$ cat src/rtl/speed_zc_core.sv
module speed_zc_core #(
  parameter int W        = 12,
  parameter int EDGE_N   = 3,
  parameter int EDGE_AMP = 40,
  parameter int LIM_PP   = 32,
  parameter int HYST     = 3,
  parameter int CLK_KHZ  = 10,
  parameter int STILL_MS = 700,
  parameter int WIN_US   = 300
) (
  input  logic                clk_i,
  input  logic                rst_ni,
  input  logic signed [W-1:0] sample_i,
  output logic                speed_o,
  output logic signed [W-1:0] dac_o
);
  localparam int STILL_CYC = CLK_KHZ * STILL_MS;
  localparam int WIN_RAW   = (CLK_KHZ * WIN_US + 999) / 1000;
  localparam int WIN_CYC   = (WIN_RAW < 1) ? 1 : WIN_RAW;
  localparam int TW        = $clog2(STILL_CYC + WIN_CYC + 1);
  localparam int EW        = $clog2(EDGE_N + 1);
  localparam logic [TW-1:0] WIN_LAST   = TW'(WIN_CYC - 1);
  localparam logic [TW-1:0] STILL_LAST = TW'(STILL_CYC - 1);
  localparam logic [EW-1:0] EDGE_LAST  = EW'(EDGE_N - 1);
  localparam logic signed [W:0] K_AMP   = (W+1)'(EDGE_AMP);
  localparam logic signed [W:0] K_HYST  = (W+1)'(HYST);
  localparam logic signed [W:0] K_NHYST = (W+1)'(-HYST);
  localparam logic signed [W:0] K_LIM   = (W+1)'(LIM_PP / 2);
  localparam logic signed [W:0] K_NLIM  = (W+1)'(-(LIM_PP / 2));
  localparam logic signed [W:0] K_TWO   = (W+1)'(2);
  localparam logic signed [W:0] K_NTWO  = (W+1)'(-2);

  typedef enum logic [1:0] {S_WIN = 2'd0, S_ACQ = 2'd1, S_RUN = 2'd2} st_t;
  typedef enum logic [1:0] {D_NONE, D_UP, D_DN} dir_t;

  st_t                st;
  dir_t               dir, dir_n;
  logic [TW-1:0]      tc;
  logic [EW-1:0]      ecnt;
  logic signed [W-1:0] r, r_n, mn, mx, mn_n, mx_n, pmin, pmax, acq_mid, cand;
  logic               edg, ris, arm;
  logic signed [W:0]  x, up_d, dn_d, c, dstep, acq_sum, run_sum;

  assign x       = {sample_i[W-1], sample_i};
  assign up_d    = x - {r[W-1], r};
  assign dn_d    = {r[W-1], r} - x;
  assign mn_n    = (sample_i < mn) ? sample_i : mn;
  assign mx_n    = (sample_i > mx) ? sample_i : mx;
  assign acq_sum = {mn_n[W-1], mn_n} + {mx_n[W-1], mx_n};
  assign acq_mid = acq_sum[W:1];
  assign run_sum = ris ? ({pmax[W-1], pmax} + {r[W-1], r})
                       : ({r[W-1], r} + {pmin[W-1], pmin});
  assign cand    = run_sum[W:1];
  assign dstep   = {cand[W-1], cand} - {dac_o[W-1], dac_o};
  assign c       = x - {dac_o[W-1], dac_o};

  always_comb begin
    edg   = 1'b0;
    ris   = 1'b0;
    r_n   = r;
    dir_n = dir;
    case (dir)
      D_UP: begin
        if (sample_i > r) r_n = sample_i;
        else if (dn_d > K_AMP) begin edg = 1'b1; dir_n = D_DN; r_n = sample_i; end
      end
      D_DN: begin
        if (sample_i < r) r_n = sample_i;
        else if (up_d > K_AMP) begin edg = 1'b1; ris = 1'b1; dir_n = D_UP; r_n = sample_i; end
      end
      default: begin
        if (up_d > K_AMP) begin edg = 1'b1; ris = 1'b1; dir_n = D_UP; r_n = sample_i; end
        else if (dn_d > K_AMP) begin edg = 1'b1; dir_n = D_DN; r_n = sample_i; end
      end
    endcase
  end

  always_ff @(posedge clk_i or negedge rst_ni) begin
    if (!rst_ni) begin
      st <= S_WIN; dir <= D_NONE; tc <= '0; ecnt <= '0;
      r <= '0; mn <= '0; mx <= '0; pmin <= '0; pmax <= '0;
      dac_o <= '0; speed_o <= 1'b0; arm <= 1'b0;
    end else if (st == S_WIN) begin
      speed_o <= 1'b0;
      arm     <= 1'b0;
      ecnt    <= '0;
      if (tc == WIN_LAST) begin
        st <= S_ACQ; tc <= '0; dir <= D_NONE;
        r <= sample_i; mn <= sample_i; mx <= sample_i;
      end else tc <= tc + 1'b1;
    end else begin
      r   <= r_n;
      dir <= dir_n;
      tc  <= edg ? '0 : tc + 1'b1;
      if (st == S_ACQ) begin
        mn <= mn_n;
        mx <= mx_n;
        if (edg) begin
          if (ecnt == EDGE_LAST) begin
            st <= S_RUN; dac_o <= acq_mid; pmin <= mn_n; pmax <= mx_n; ecnt <= '0;
          end else ecnt <= ecnt + 1'b1;
        end
      end else begin
        if (edg) begin
          if (ris) pmin <= r;
          else     pmax <= r;
          if (dstep >= K_TWO || dstep <= K_NTWO) dac_o <= cand;
        end
        if (speed_o) begin
          if (arm && c < K_NHYST) begin speed_o <= 1'b0; arm <= 1'b0; end
          else if (c >= K_LIM) arm <= 1'b1;
        end else begin
          if (arm && c > K_HYST) begin speed_o <= 1'b1; arm <= 1'b0; end
          else if (c <= K_NLIM) arm <= 1'b1;
        end
      end
      if (!edg && tc == STILL_LAST) begin
        st <= S_WIN; tc <= '0; speed_o <= 1'b0; arm <= 1'b0; ecnt <= '0;
      end
    end
  end
endmodule

$ cat config.mk
export PLATFORM = sky130hd
export DESIGN_NAME = speed_zc_core
export DESIGN_NICKNAME = d
export VERILOG_FILES = /design/src/rtl/speed_zc_core.sv
export SDC_FILE = /design/constraint.sdc
export NUM_CORES = 1
export LEC_CHECK = 0
export BUFFER_PORTS_ARGS = -buffer_cell sky130_fd_sc_hd__buf_2
export CAP_MARGIN = 10
export CORE_AREA = 2 2 124 216
export DETAILED_ROUTE_END_ITERATION = 10
export DIE_AREA = 0 0 126 218
export GPL_TIMING_DRIVEN = 1
export PLACE_DENSITY = 0.58
export SYNTH_ARGS = -nofsm -noshare
export SYNTH_HDL_FRONTEND = slang
export SYNTH_SLANG_ARGS = --single-unit
$ cat constraint.sdc
create_clock -name clk_i -period 9.5 [get_ports clk_i]
set_clock_uncertainty 0.15 [all_clocks]
set_input_delay 0.475 -clock clk_i [delete_from_list [all_inputs] [get_ports clk_i]]
set_output_delay 0.475 -clock clk_i [all_outputs]
set_load 0.005 [all_outputs]
Word-level counts from Yosys, hierarchy flattened
Index checks and enable logic that the tools add are counted.

word-level totals
  register bits after elaboration = 93
  bits of input ports = 14
  logic and storage cells = 145

cells by class
  add/subtract/negate cells = 9
  $lt $le $gt $ge = 12
  equality and inequality tests = 15
  multiplexer cells = 74
  bitwise gates (word level) = 1
  reduce and logical (&&, ||, !) cells = 22

operators by type and width
  operator                                                         number
  two-way mux 12 bit                                               28
  two-way mux 13 bit                                               5
  subtractor 12 x 12 -> 13 bit                                     4
  adder 12 x 12 -> 13 bit                                          3
  two-way mux 2 bit                                                18
  greater-than comparator 13 x 7 -> 1 bit, second input constant   2
  greater-than comparator 12 bit                                   2
  < comparator 12 bit                                              2
  case mux 12 bit (2 select lines)                                 1
  AND reduction 4 bit                                              5
  two-way mux 1 bit                                                19
  adder 13 x 1 -> 13 bit, second input constant                    1
  == test 13 bit, second input constant                            1
  == test 13 x 2 -> 1 bit, second input constant                   1
  >= comparator 13 x 3 -> 1 bit, second input constant             1
  >= comparator 13 x 6 -> 1 bit, second input constant             1
  greater-than comparator 13 x 3 -> 1 bit, second input constant   1
  less-or-equal comparator 13 x 2 -> 1 bit, second input constant  1
  less-or-equal comparator 13 x 5 -> 1 bit, second input constant  1
  < comparator 13 x 3 -> 1 bit, second input constant              1
  inequality test 3 bit, second input constant                     3
  nonzero test 3 bit                                               3
  inequality test 2 x 1 -> 1 bit, second input constant            3
  AND reduction 2 bit                                              3
  other kinds (16)                                                 23

Logic depth before layout (Yosys ltp)
  word-level depth = 12
  gate-level depth with buffers = 33

Worst setup path before layout
Ideal clock, no wire load.

  path type = input -> register
  from = in sample_i[6]
  to = reg dac_o[8]
  arrival = 6,617 ps
  data required time = 9,268 ps
  slack = 2,651 ps
  stages on the path = 30
  cells stage by stage = inv_1 > ha_1 > clkbuf_1 > a21o_1 > or3_1 > o22ai_1 > mux2_1 > a41oi_2 > o21a_1 > buf_1 > mux2_2 > ha_1 > nor2b_1 > o21ai_0 > a21boi_0 > o21ai_0 > a21boi_0 > o21ai_0 > nand2_1 > xor2_1 > ha_1 > a21oi_1 > a311oi_1 > o31ai_1 > a31oi_1 > or3b_2 > o21ai_0 > a21oi_1 > mux2_2 > a31oi_1

between the ends
  longest elaborated chain between the ends = 11
  elaborated cells on any way between the ends = 30
  classes of those cells = add/sub: 4; order compare: 8; mux: 15; reduce/logical: 3

ends and longest elaborated chain
  what                                                                                              line    text
  from (decl)                                                                                       13      input logic signed [W-1:0] sample_i,
  subtractor 12 x 12 -> 13 bit                                                                      45      assign up_d = x - {r[W-1], r};
  greater-than comparator 13 x 7 -> 1 bit                                                           69, 72
  two-way mux 1 bit                                                                                 69, 72
  two-way mux 1 bit                                                                                 68      if (sample_i < r) r_n = sample_i;
  case mux 1 bit (2 select lines)                                                                   62      case (dir)
  two-way mux 13 bit                                                                                51      assign run_sum = ris ? ({pmax[W-1], pmax} + {r[W-1], r})
  subtractor 12 x 12 -> 13 bit                                                                      54      assign dstep = {cand[W-1], cand} - {dac_o[W-1], dac_o};
  >= comparator 13 x 3 -> 1 bit / less-or-equal comparator 13 x 2 -> 1 bit (equally long branches)  107     if (dstep >= K_TWO || dstep <= K_NTWO) dac_o <= cand;
  logical OR 1 bit                                                                                  107
  nonzero test 2 bit (no line)                                                                      n/a
  AND reduction 4 bit (no line)                                                                     n/a
  to (signal assigned)                                                                              107
  to (decl)                                                                                         15      output logic signed [W-1:0] dac_o

Parallel ways exist; a longest one is shown, timed or not. The select of a mux whose other input is x is not followed.
A chain may end at the register's enable or synchronous reset.

Worst setup path after layout
Same ends and word-level chain as after synthesis.

==> flow_metrics.env <==
export IMPL_final_util_pct=37.1
export IMPL_num_vias=8086
export IMPL_tightest_slew_ns=1.22
export IMPL_die_h_um=218
export IMPL_ant_nets=0
export IMPL_clockBufferDepth=2
export IMPL_grt_pass1_vias=8218
export IMPL_worst_path_max_fanout=23
export IMPL_synth_edf_count=0
export IMPL_yosysTopAreaCell="dfrtp_1"
export IMPL_endpoint_kind="flop"
export IMPL_drive_gt1_share_pct=10.0
export IMPL_dp_cells=1399
export IMPL_core_area_mm2=0.0258
export IMPL_cts_tree="built"
export IMPL_required_ns=9.64
export IMPL_clkTransAtPathRegs_ns=0.07
export IMPL_cts_buffers=9
export IMPL_initial_utilization_pct=34.4
export IMPL_vias_per_cell=5.71
export IMPL_fin_hold_ws_ns=0.289
export IMPL_io_pins=27
export IMPL_grt_pass1_wl_um=45400
export IMPL_synth_warnings=0
export IMPL_worst_path_buf_inv=2
export IMPL_synthFlopType="dfrtp_1"
export IMPL_drcViolationCount=0
export IMPL_setup_viol=0
export IMPL_fin_crit_ns=8.25
export IMPL_fin_cells=1416
export IMPL_cp_start_kind="primary input"
export IMPL_overflow=0
export IMPL_async_flop_share_pct=100
export IMPL_slew_headroom_pct=18.2
export IMPL_synth_nets=1201
export IMPL_arrival_ns=8.38
export IMPL_crit_type="primary input to flop"
export IMPL_port_buffers=26
export IMPL_h_tree_depth=3
export IMPL_synth_cell_types=88
export IMPL_status="finished clean"
export IMPL_clockRootBuffer="clkbuf_16"
export IMPL_postSynthAreaPerCell_um2=8.15
export IMPL_cts_sinks=93
export IMPL_ys_ff_latch=93
export IMPL_final_max_slew_viol_count=0
export IMPL_num_nets_final=1206
export IMPL_dp_hpwl_um=23600
export IMPL_yosysTopAreaCellShare_pct=26.3
export IMPL_rows=78
export IMPL_drt_pre_antenna_iters=5
export IMPL_syn_to_final_growth_pct=8.04
export IMPL_clock_latency_ns=0.37
export IMPL_min_period_over_period_pct=86.8
export IMPL_grt_max_degree=69
export IMPL_syn_inst=1086
export IMPL_synth_seq_area_share_pct=26.3
export IMPL_wl_per_cell_um=21.0
export IMPL_grt_total_usage_pct=21.6
export IMPL_die_x_um=126
export IMPL_nFillCells=2736
export IMPL_final_common_cell="nor2_1"
export IMPL_wirelength_um=29800
export IMPL_hold_violations=0
export IMPL_first_iter_violations=604
export IMPL_post_cts_resized=0
export IMPL_cpMostUsedCell="ha_1"
export IMPL_maxCapViolCount=0
export IMPL_dieArea_mm2=0.0275
export IMPL_setup_tns_ns=0
export IMPL_critical_path_top_delay_family="compound AO/OA/AOI/OAI gates"
export IMPL_n_antenna_cell=0
export IMPL_yosys_top_cells_area="dfrtp_1 (26%), ha_1 (14%), o21ai_0 (5.6%)"
export IMPL_crit_slowest_cell="a21oi_2"
export IMPL_gp_congestion=0.891
export IMPL_slowest_delay_ns=0.70
export IMPL_layout_common_cells="nor2_1 (112), nand2_1 (102), o21ai_0 (99)"
export IMPL_antenna_found_initial=0
export IMPL_fmax_ghz=0.121
export IMPL_hold_path_class="primary input to flop"
export IMPL_netlist_area_mm2=0.00885
export IMPL_rsz0062_at_grt="false"
worst min-delay path: cells and delay by family:
kind	cells	cell delay (ns)
compound gates	1	0.06
buf+inv	1	0.16
simple gates	1	0.07
state kept, by name, indices dropped and copies added (netlist names), 2 cells and up:
register  flops
tc           13
dac_o        12
mn           12
mx           12
pmax         12
pmin         12
r            12
dir           2
ecnt          2
st            2
cell type report:
class / count / area [um^2] / area share [%]
multi-input cells: 860 / 5980 / 62.5
flip-flops and latches: 93 / 2330 / 24.3
well taps: 320 / 400 / 4.19
inverters: 91 / 342 / 3.57
clock buffers: 9 / 225 / 2.36
repair buffers: 36 / 210 / 2.20
clock inverters: 7 / 80.1 / 0.837
metrics by stage:
stage | worst slack (ns) | instance area, um^2
3_3_place_gp | 1.24 | 9250
3_5_place_dp | 1.08 | 9250
4_1_cts | 1.43 | 9560
5_1_grt | 0.643 | 9560
6_report | 1.25 | 9560
2_1_floorplan | 2.65 | 8850
cell usage after synthesis (all sizes together), types with 18 or more instances:
library cell / n
a21o: 18
a21oi: 49
a31oi: 18
clkbuf: 25
dfrtp: 93
ha: 97
inv: 91
mux2: 30
nand2: 103
nand3: 29
nor2: 113
nor2b: 25
nor3: 18
o21ai: 106
o31ai: 18
xnor2: 28
xor2: 24
layer usage:
layer	up-vias	routed length [um]	GRT usage, %
met1	3906	10200	20.4
met3	102	788	2.28
met2	195	16100	41.1
met5	-	0	0
met4	0	2690	17.8
li1	3883	-	-
final timing paths:
path / startpoint / to / slack, ns / depth (start not counted)
setup / recovery: sample_i[6] / dac_o[8] / 1.25 / 28
hold / removal: sample_i[0] / mn[0] / 0.29 / 3
setup reg to reg: r[2] / dac_o[8] / 1.28 / 27
hold reg to reg: tc[0] / tc[0] / 0.35 / 1
max in group asynchronous: rst_ni / speed_o / 7.49 / 3
min in group asynchronous: rst_ni / pmin[10] / 0.40 / 2
kinds of logic after synthesis:
| kind of cell | share of synthesized area [%] |
|---|---|
| xor+xnor | 5.15 |
| fa+ha+maj | 14.6 |
| simple gates | 18.7 |
| buf+inv | 6.23 |
| mux | 4.50 |
| compound gates | 24.5 |
| flops | 26.3 |
timing repair:
action,CTS,global route
setup endpoints to repair,0,0
hold buffers,1,0
setup buffers,0,0
endpoints found under the hold margin,25,0
Power is not shown: default switching activity piles up to over one toggle a cycle in this logic, so the estimate is an artifact.
